`src/rtl/rxdw_pkg.sv`:
```
package rxdw_pkg;

    typedef enum logic [1:0] {
        ST_STOP = 2'b00,
        ST_RUN  = 2'b01,
        ST_SUSP = 2'b10
    } run_state_e;

    typedef enum logic [2:0] {
        PH_IDLE,
        PH_FETCH,
        PH_HOLD,
        PH_MOVE,
        PH_PARK
    } phase_e;

    typedef struct packed {
        logic ld_start;
        logic cap_desc;
        logic advance;
        logic set_bu;
        logic clr_bu;
    } seq_ctl_t;

    function automatic run_state_e state_of(input phase_e p);
        case (p)
            PH_IDLE: return ST_STOP;
            PH_PARK: return ST_SUSP;
            default: return ST_RUN;
        endcase
    endfunction

endpackage

```
`src/rtl/rxdw_seq.sv`:
```
module rxdw_seq
    import rxdw_pkg::*;
(
    input  logic     clk,
    input  logic     rst_n,
    input  logic     run_en,
    input  logic     poll,
    input  logic     desc_ack,
    input  logic     desc_valid,
    input  logic     frame_avail,
    input  logic     xfer_done,
    output phase_e   phase,
    output seq_ctl_t ctl
);

    typedef struct packed {
        phase_e phase;
    } seq_regs_t;

    seq_regs_t r_d, r_q;

    always_comb begin
        r_d = r_q;
        ctl = '0;
        case (r_q.phase)
            PH_IDLE: begin
                if (run_en) begin
                    r_d.phase    = PH_FETCH;
                    ctl.ld_start = 1'b1;
                end
            end
            PH_FETCH: begin
                if (desc_ack) begin
                    ctl.cap_desc = 1'b1;
                    if (!run_en) begin
                        r_d.phase  = PH_IDLE;
                        ctl.clr_bu = 1'b1;
                    end else if (desc_valid) begin
                        r_d.phase  = PH_HOLD;
                        ctl.clr_bu = 1'b1;
                    end else begin
                        r_d.phase  = PH_PARK;
                        ctl.set_bu = 1'b1;
                    end
                end
            end
            PH_HOLD: begin
                if (!run_en) begin
                    r_d.phase  = PH_IDLE;
                    ctl.clr_bu = 1'b1;
                end else if (frame_avail) begin
                    r_d.phase = PH_MOVE;
                end
            end
            PH_MOVE: begin
                if (xfer_done) begin
                    ctl.advance = 1'b1;
                    r_d.phase   = run_en ? PH_FETCH : PH_IDLE;
                end
            end
            PH_PARK: begin
                if (!run_en) begin
                    r_d.phase  = PH_IDLE;
                    ctl.clr_bu = 1'b1;
                end else if (poll) begin
                    r_d.phase = PH_FETCH;
                end
            end
            default: r_d.phase = PH_IDLE;
        endcase
    end

    always_ff @(posedge clk or negedge rst_n) begin
        if (!rst_n) r_q <= '{phase: PH_IDLE};
        else        r_q <= r_d;
    end

    assign phase = r_q.phase;

endmodule

```
`src/rtl/rxdw_ptr.sv`:
```
module rxdw_ptr
    import rxdw_pkg::*;
#(
    parameter int AW         = 32,
    parameter int DESC_BYTES = 16
) (
    input  logic          clk,
    input  logic          rst_n,
    input  seq_ctl_t      ctl,
    input  logic [AW-1:0] base_addr,
    input  logic          desc_wrap,
    output logic [AW-1:0] cur_addr
);

    localparam logic [AW-1:0] STEP = AW'(DESC_BYTES);

    typedef struct packed {
        logic [AW-1:0] cur;
        logic          wrap;
        logic          started;
    } ptr_regs_t;

    ptr_regs_t r_d, r_q;

    always_comb begin
        r_d = r_q;
        if (ctl.ld_start) begin
            if (!r_q.started) r_d.cur = base_addr;
            r_d.started = 1'b1;
        end
        if (ctl.cap_desc) r_d.wrap = desc_wrap;
        if (ctl.advance) begin
            r_d.cur  = r_q.wrap ? base_addr : r_q.cur + STEP;
            r_d.wrap = 1'b0;
        end
    end

    always_ff @(posedge clk or negedge rst_n) begin
        if (!rst_n) r_q <= '0;
        else        r_q <= r_d;
    end

    assign cur_addr = r_q.cur;

endmodule

```
`src/rtl/rxdw_flag.sv`:
```
module rxdw_flag
    import rxdw_pkg::*;
(
    input  logic     clk,
    input  logic     rst_n,
    input  seq_ctl_t ctl,
    output logic     buf_unavail
);

    typedef struct packed {
        logic bu;
    } flag_regs_t;

    flag_regs_t r_d, r_q;

    always_comb begin
        r_d = r_q;
        if (ctl.set_bu)      r_d.bu = 1'b1;
        else if (ctl.clr_bu) r_d.bu = 1'b0;
    end

    always_ff @(posedge clk or negedge rst_n) begin
        if (!rst_n) r_q <= '0;
        else        r_q <= r_d;
    end

    assign buf_unavail = r_q.bu;

endmodule

```
`src/rtl/rxdesc_walker.sv`:
```
module rxdesc_walker
    import rxdw_pkg::*;
#(
    parameter int AW         = 32,
    parameter int DESC_BYTES = 16
) (
    input  logic          clk,
    input  logic          rst_n,
    input  logic          run_en,
    input  logic          poll,
    input  logic [AW-1:0] base_addr,
    output logic          fetch_req,
    output logic [AW-1:0] fetch_addr,
    input  logic          desc_ack,
    input  logic          desc_valid,
    input  logic          desc_wrap,
    input  logic          frame_avail,
    output logic          xfer_active,
    input  logic          xfer_done,
    output logic [1:0]    state_o,
    output logic [AW-1:0] cur_addr,
    output logic          buf_unavail
);

    phase_e   phase;
    seq_ctl_t ctl;

    rxdw_seq u_seq (
        .clk         (clk),
        .rst_n       (rst_n),
        .run_en      (run_en),
        .poll        (poll),
        .desc_ack    (desc_ack),
        .desc_valid  (desc_valid),
        .frame_avail (frame_avail),
        .xfer_done   (xfer_done),
        .phase       (phase),
        .ctl         (ctl)
    );

    rxdw_ptr #(
        .AW         (AW),
        .DESC_BYTES (DESC_BYTES)
    ) u_ptr (
        .clk       (clk),
        .rst_n     (rst_n),
        .ctl       (ctl),
        .base_addr (base_addr),
        .desc_wrap (desc_wrap),
        .cur_addr  (cur_addr)
    );

    rxdw_flag u_flag (
        .clk         (clk),
        .rst_n       (rst_n),
        .ctl         (ctl),
        .buf_unavail (buf_unavail)
    );

    assign fetch_req   = (phase == PH_FETCH);
    assign xfer_active = (phase == PH_MOVE);
    assign fetch_addr  = cur_addr;
    assign state_o     = state_of(phase);

endmodule

```
`config.mk`:
```
export PLATFORM = sky130hd
export DESIGN_NAME = rxdesc_walker
export DESIGN_NICKNAME = d
export VERILOG_FILES = /design/src/rtl/rxdw_pkg.sv /design/src/rtl/rxdw_seq.sv /design/src/rtl/rxdw_ptr.sv /design/src/rtl/rxdw_flag.sv /design/src/rtl/rxdesc_walker.sv
export SDC_FILE = /design/constraint.sdc
export NUM_CORES = 1
export LEC_CHECK = 0
export BUFFER_PORTS_ARGS = -buffer_cell sky130_fd_sc_hd__clkbuf_2
export CAP_MARGIN = 0
export CORE_MARGIN = 8
export CORE_UTILIZATION = 45
export CTS_BUF_LIST = sky130_fd_sc_hd__clkbuf_2
export DETAILED_ROUTE_END_ITERATION = 16
export HOLD_SLACK_MARGIN = 0.08
export PLACE_DENSITY_LB_ADDON = 0.1
export SYNTH_ARGS = -nofsm -noshare
export SYNTH_HDL_FRONTEND = slang
export SYNTH_HIERARCHICAL = 1
export SYNTH_SLANG_ARGS = --single-unit
```
`constraint.sdc`:
```
create_clock -name clk -period 2.3 [get_ports clk]
set_input_delay 0.345 -clock clk [delete_from_list [all_inputs] [get_ports clk]]
set_output_delay 0.345 -clock clk [all_outputs]
set_load 0.005 [all_outputs]
```
==> results.sh, run 1 <==
export IMPL_status="completed"
export IMPL_n_fill_cell=638
export IMPL_period_needed_ps=2090
export IMPL_final_nets=425
export IMPL_clock_sinks=38
export IMPL_grt_pass1_wl_um=12000
export IMPL_post_drt_wl_per_cell_um=16.1
export IMPL_tritoncts_num_buffers=5
export IMPL_cp_max_fo=10
export IMPL_die_area_um2=9260
export IMPL_netlist_instances=335
export IMPL_ios=110
export IMPL_synth_avg_cell_area_um2=8.64
export IMPL_fin_util_pct=49.7
export IMPL_synthAdderAreaFrac_pct=0.432
export IMPL_place_inst=452
export IMPL_rrSetupSlack_ps=210
export IMPL_cp_start_kind="flop"
export IMPL_rsz0062_at_grt="no"
export IMPL_die_h_um=96.2
export IMPL_leakagePower_uw=0.00151
export IMPL_via_per_inst=5.47
export IMPL_min_path_type="input port to flop"
export IMPL_syn_num_nets=377
export IMPL_synth_cell_type_count=58
export IMPL_cts_max_path_buffers=2
export IMPL_worstPathArrival_ps=2380
export IMPL_multi_input_area_um2=1360
export IMPL_synth_edf_count=0
export IMPL_async_flop_share_pct=100
export IMPL_rows=29
export IMPL_grt_usage_pct=16.3
export IMPL_die_w_um=96.2
export IMPL_fin_worst_skew_ps=17.0
export IMPL_ant_nets=0
export IMPL_synth_compound_area_share_pct=17.8
export IMPL_finalMaxSlewViolations=0
export IMPL_synthMuxAreaShare_pct=1.90
export IMPL_criticalPathCategory="flop to flop"
export IMPL_routed_wl_um=7370
export IMPL_worst_slew_pin_transition_ps=649
export IMPL_max_cap_viol_count=0
export IMPL_cp_end_kind="flop"
export IMPL_synth_seq_cells=38
export IMPL_clk_latency_ps=390
export IMPL_grt_overflow_total=0
export IMPL_finalSetupTns_ps=0
export IMPL_portBuffers=109
export IMPL_cts_root_buf="clkbuf_2"
export IMPL_core_area_um2=6280
export IMPL_ir_drop_v=0.000421
export IMPL_critPathRequiredTime_ps=2590
export IMPL_place_congestion=0.787
export IMPL_layout_commonest_cell="clkbuf_2"
export IMPL_grt_pass1_vias=2542
export IMPL_synth_ff_type="dfrtp_1"
export IMPL_ys_warn_count=6
export IMPL_num_vias=2509
export IMPL_max_freq_ghz=0.479
export IMPL_clkTransAtPathRegs_ps=200
export IMPL_grt_max_degree=39
export IMPL_hpwl_um=5510
export IMPL_area_growth_pct=7.74
export IMPL_finalSetupViolCount=0
export IMPL_initial_core_util_pct=46.1
export IMPL_antennaDiodeCount=0
export IMPL_period_share_pct=90.7
export IMPL_final_cell_mix="clkbuf_2 (114), nand2_1 (41), dfrtp_1 (38), o21ai_0 (19), nor2_1 (17)"
export IMPL_synthSimpleGateAreaFrac_pct=25.5
export IMPL_netlist_area_um2=2900
export IMPL_relSlewSlack_pct=56.4
export IMPL_drive_gt1_share_pct=38.7
export IMPL_final_hold_violation_count=0
export IMPL_firstDrtPassIters=4
export IMPL_instances_no_fill=459
export IMPL_dr_first_iter_drc_count=117
export IMPL_power_density_nw_per_um2=1050
export IMPL_cts_tree="done"
export IMPL_htree_levels=2
export IMPL_ys_seq_area_share_pct=32.8
export IMPL_regArea_um2=951
export IMPL_synth_xor_xnor_area_share_pct=0.908
export IMPL_drc=0
export IMPL_antenna_found_initial=0
export IMPL_synth_top_family_by_area="simple AND/OR/NAND/NOR gates"
routing by layer:
| metal | up-vias | track usage (%) | routed length [um] |
|---|---|---|---|
| met5 | - | 0 | 0 |
| met4 | 0 | 4.61 | 77 |
| met3 | 8 | 4.76 | 608 |
| met2 | 81 | 25.7 | 3400 |
| met1 | 1186 | 21.1 | 3290 |
| li1 | 1234 | - | - |
critical path, stage by stage (launching register included):
cell	delay, ps
dfrtp_1	440
nand2b_1	200
nor3_1	400
a21o_1	410
nand2_1	230
mux2_2	320
flip-flops by register name (all words and copies together), names as in the netlist:
register / cells
u_flag/buf_unavail: 1
u_seq/phase: 3
u_ptr/r_q: 2
u_ptr/cur_addr: 32
kinds of logic after synthesis:
family                     Yosys count
and+or+nand+nor                    123
xor gates and xnor gates             3
muxes                                5
AOI/OAI and AO/OA                   78
adders and majority gates            1
buffers and inverters               87
DFF                                 38
cells in the mapped netlist (all sizes together), types with 4 or more instances:
library cell / n / area (um2)
o21ai: 22 / 110
o31ai: 4 / 30.0
nor3b: 4 / 40.0
nor4: 6 / 67.6
nand3: 12 / 85.1
a21oi: 17 / 85.1
a31oi: 7 / 43.8
o311ai: 4 / 42.6
nor3: 10 / 50.1
buf: 73 / 546
nand2: 41 / 154
nor2: 17 / 63.8
and3: 5 / 31.3
clkbuf: 8 / 30.0
dfrtp: 38 / 951
or3: 4 / 27.5
inv: 6 / 22.5
nand4: 9 / 92.6
mux2: 4 / 45.0
report_power, final:
part	switching [uW]	internal, uW
registers	500	957
logic	740	785
clock network	221	60.5
total	1460	1800
through the flow:
stage                     cell area (um2)  worst slack [ps]  hold WS, ps  total power, uW
after global routing                 3120              58.4          125             3580
after CTS                            3110               150          116             3320
after global placement               3070               146          446             3000
final                                3120               213          139             3260
after detailed placement             3070              82.4          449             3020
after floorplan                      2900               229         49.4             2890
area by class of cell:
| class | instances | area share, % |
|---|---|---|
| repair buffers | 122 | 21.1 |
| multi-input cells | 210 | 43.7 |
| clock buffers | 5 | 0.802 |
| flip-flops and latches | 38 | 30.5 |
| well taps | 77 | 3.09 |
| clock inverters | 1 | 0.120 |
| inverters | 6 | 0.722 |
repair_timing:
action / CTS / global route
hold buffers: 1 / 0
setup endpoints to repair: 0 / 2
endpoints found under the hold margin: 38 / 0
buffers inserted: 0 / 0
gates resized for setup: 0 / 2
final timing paths:
check,to,depth (start not counted),startpoint
setup reg to reg,u_ptr/cur_addr[0],5,u_seq/phase[1]
hold reg to reg,u_ptr/r_q[0],1,u_ptr/r_q[0]
setup / recovery,u_ptr/cur_addr[0],5,u_seq/phase[1]
min in group asynchronous,u_ptr/cur_addr[13],3,rst_n
hold / removal,u_ptr/cur_addr[12],3,base_addr[12]
max in group asynchronous,u_ptr/cur_addr[16],3,rst_n
No activity file was read; power rests on OpenSTA's default activity.
==> inputs of run 2 (changes only) <==
Settings changed: ABC_AREA set to 1.
==> run 2 against run 1 <==
Effect of this change: routed wire length grew 16%; combinational power grew 12%; sequential share of layout area shrank 2.6 points; largest cell class unchanged; non-clock buffer count shrank 3.
==> results.sh, run 2 <==
export IMPL_synth_top_area_cell="dfrtp_1"
export IMPL_synth_most_common_cell="nand2_1"
export IMPL_final_cell_mix="nand2_1 (147), clkbuf_2 (114), nor2_1 (50), inv_1 (42), nand3_1 (42)"
export IMPL_rsz0062_at_grt="no"
export IMPL_status="completed"
export IMPL_initial_core_util_pct=46.4
export IMPL_firstDrtPassIters=4
export IMPL_antenna_found_initial=0
export IMPL_worstPathArrival_ps=2370
export IMPL_clkTransAtPathRegs_ps=220
export IMPL_die_h_um=99.7
export IMPL_cts_root_buf="clkbuf_2"
export IMPL_multi_input_area_um2=1490
export IMPL_busiest_layer="met2"
export IMPL_critPathRequiredTime_ps=2650
export IMPL_use_met2_pct=29.1
export IMPL_synth_seq_cells=38
export IMPL_worstHoldStart="base_addr[2]"
export IMPL_cts_tree="done"
export IMPL_ys_seq_area_share_pct=30.2
export IMPL_max_cap_viol_count=0
export IMPL_via_per_inst=4.74
export IMPL_grt_pass1_wl_um=14400
export IMPL_netlist_area_um2=3150
export IMPL_antennaDiodeCount=0
export IMPL_final_nets=570
export IMPL_cp_start_kind="flop"
export IMPL_die_w_um=99.7
export IMPL_synth_cell_type_count=30
export IMPL_ir_drop_v=0.000577
export IMPL_synth_ff_type="dfrtp_1"
export IMPL_synth_edf_count=0
export IMPL_area_growth_pct=8.38
export IMPL_grt_max_degree=26
export IMPL_htree_levels=2
export IMPL_yosys_top_cells_area="dfrtp_1 (30%), nand2_1 (18%), buf_4 (15%), nand3_1 (6.7%), nor2_1 (6.1%)"
export IMPL_layout_commonest_cell="nand2_1"
export IMPL_cp_max_fo=15
export IMPL_netlist_instances=473
export IMPL_max_freq_ghz=0.495
export IMPL_clk_latency_ps=400
export IMPL_async_flop_share_pct=100
export IMPL_cp_endpoint="u_ptr/cur_addr[10]"
export IMPL_startpoint="u_seq/phase[1]"
export IMPL_max_stage_delay_ps=510
export IMPL_criticalPathCategory="flop to flop"
export IMPL_path_cells="inv_2 -> nor4_1 -> buf_4 -> nand2_2 -> inv_1 -> buf_4 -> nand2_1 -> o211ai_1 -> o21ai_0 -> nand2_1"
export IMPL_fin_worst_skew_ps=21.6
export IMPL_finalSetupViolCount=0
export IMPL_core_area_um2=6790
export IMPL_leakagePower_uw=0.00178
export IMPL_tritoncts_num_buffers=5
export IMPL_hpwl_um=6720
export IMPL_drive_gt1_share_pct=30.8
export IMPL_min_path_type="input port to flop"
export IMPL_period_share_pct=87.9
export IMPL_syn_num_nets=515
export IMPL_final_hold_violation_count=0
export IMPL_routed_wl_um=8550
export IMPL_num_vias=2961
export IMPL_r2r_start="u_seq/phase[1]"
export IMPL_die_area_um2=9930
export IMPL_finalMaxSlewViolations=0
export IMPL_ios=110
export IMPL_ys_warn_count=6
export IMPL_cts_max_path_buffers=2
export IMPL_largest_reg_flops=32
export IMPL_worstRegToRegCells=10
export IMPL_worst_path_max_delay_cell="dfrtp_1"
export IMPL_portBuffers=109
export IMPL_yosys_area_top_type_share_pct=30.2
export IMPL_grt_overflow_total=0
export IMPL_synth_avg_cell_area_um2=6.66
export IMPL_place_congestion=0.874
export IMPL_rows=30
export IMPL_n_fill_cell=700
export IMPL_dr_first_iter_drc_count=152
export IMPL_grtUsageMet3_pct=3.77
export IMPL_relSlewSlack_pct=53.2
export IMPL_period_needed_ps=2020
export IMPL_worst_slew_pin_transition_ps=702
export IMPL_gr_usage_met1_pct=22.7
export IMPL_cp_end_kind="flop"
export IMPL_post_drt_wl_per_cell_um=13.7
export IMPL_grt_usage_pct=17.5
export IMPL_synth_common_cells="nand2_1 (147), buf_4 (64), nor2_1 (51), inv_1 (42), nand3_1 (42)"
export IMPL_grt_pass1_vias=3009
export IMPL_rrSetupSlack_ps=280
export IMPL_timing_hold_ws_ps=116
export IMPL_regArea_um2=951
export IMPL_clock_sinks=38
export IMPL_finalSetupTns_ps=0
export IMPL_ant_nets=0
export IMPL_drc=0
export IMPL_r2r_end="u_ptr/cur_addr[10]"
export IMPL_power_density_nw_per_um2=1010
-- run 2: cell types whose count changed in the layout (fill, tap and decap cells not counted), moves of 32 or more --
cell,before,now
inv_1,5,42
nand2_1,41,147
nor2_1,17,50
nand3_1,10,42
-- run 2: worst min-delay path by stage --
stage / to / depth (start not counted)
CTS: u_ptr/cur_addr[2] / 3
floorplan: u_flag/buf_unavail / 0
global placement: u_ptr/cur_addr[15] / 1
detailed placement: u_ptr/cur_addr[12] / 1
finish: u_ptr/cur_addr[2] / 3
global route: u_ptr/cur_addr[1] / 3
-- run 2: logic make-up (layout without fill, tap and decap cells) --
| logic type | count (synthesis) | in the layout | synth area share, % |
|---|---|---|---|
| compound gates | 35 | 36 | 7.23 |
| fa+ha+maj | 1 | 1 | 0.397 |
| buf+inv | 120 | 175 | 22.8 |
| flops | 38 | 38 | 30.2 |
| simple gates | 279 | 279 | 39.4 |
-- run 2: metrics by stage --
| stage | util, % | setup WS, ps | total power (uW) | area [um2] | cells |
|---|---|---|---|---|---|
| after floorplan | - | 323 | 3000 | 3150 | 473 |
| after global placement | 49.1 | 95.1 | 3160 | 3340 | 614 |
| after detailed placement | 49.1 | 9.87 | 3180 | 3340 | 614 |
| after CTS | 50.0 | 89.6 | 3510 | 3400 | 624 |
| after global routing | 50.3 | 35.4 | 3820 | 3410 | 625 |
| final | 50.3 | 278 | 3450 | 3410 | 625 |
-- run 2: critical path: cells and delay by family, from the launching register on --
kind                   cells  cell delay [ps]
buffers and inverters      4              670
and+or+nand+nor            4              560
DFF                        1              510
AOI/OAI and AO/OA          2              230
-- run 2: layer usage --
metal  routed length [um]  part of all wire (%)
met5                    0                     0
met4                   62                  0.72
met3                  660                   7.7
met2                 3900                    46
met1                 3930                    46
-- run 2: cell type report --
cell class	instances	area share, %
Tap cell	96	3.52
Inverter	48	5.42
Multi-Input combinational cell	316	43.7
Sequential cell	38	27.8
Timing Repair Buffer	119	18.3
Clock inverter	3	0.476
Clock buffer	5	0.733
-- run 2: timing repair --
action,CTS,global route
hold endpoints to repair,12,1
gates cloned,1,0
hold buffers,1,1
endpoints found under the setup margin,3,14
gates resized for setup,1,2
buffers inserted,0,0
-- run 2: report_power, final --
group / switching (uW) / total (uW) / internal, uW
Clock: 239 / 308 / 69.4
Sequential: 454 / 1420 / 967
Combinational: 949 / 1720 / 776
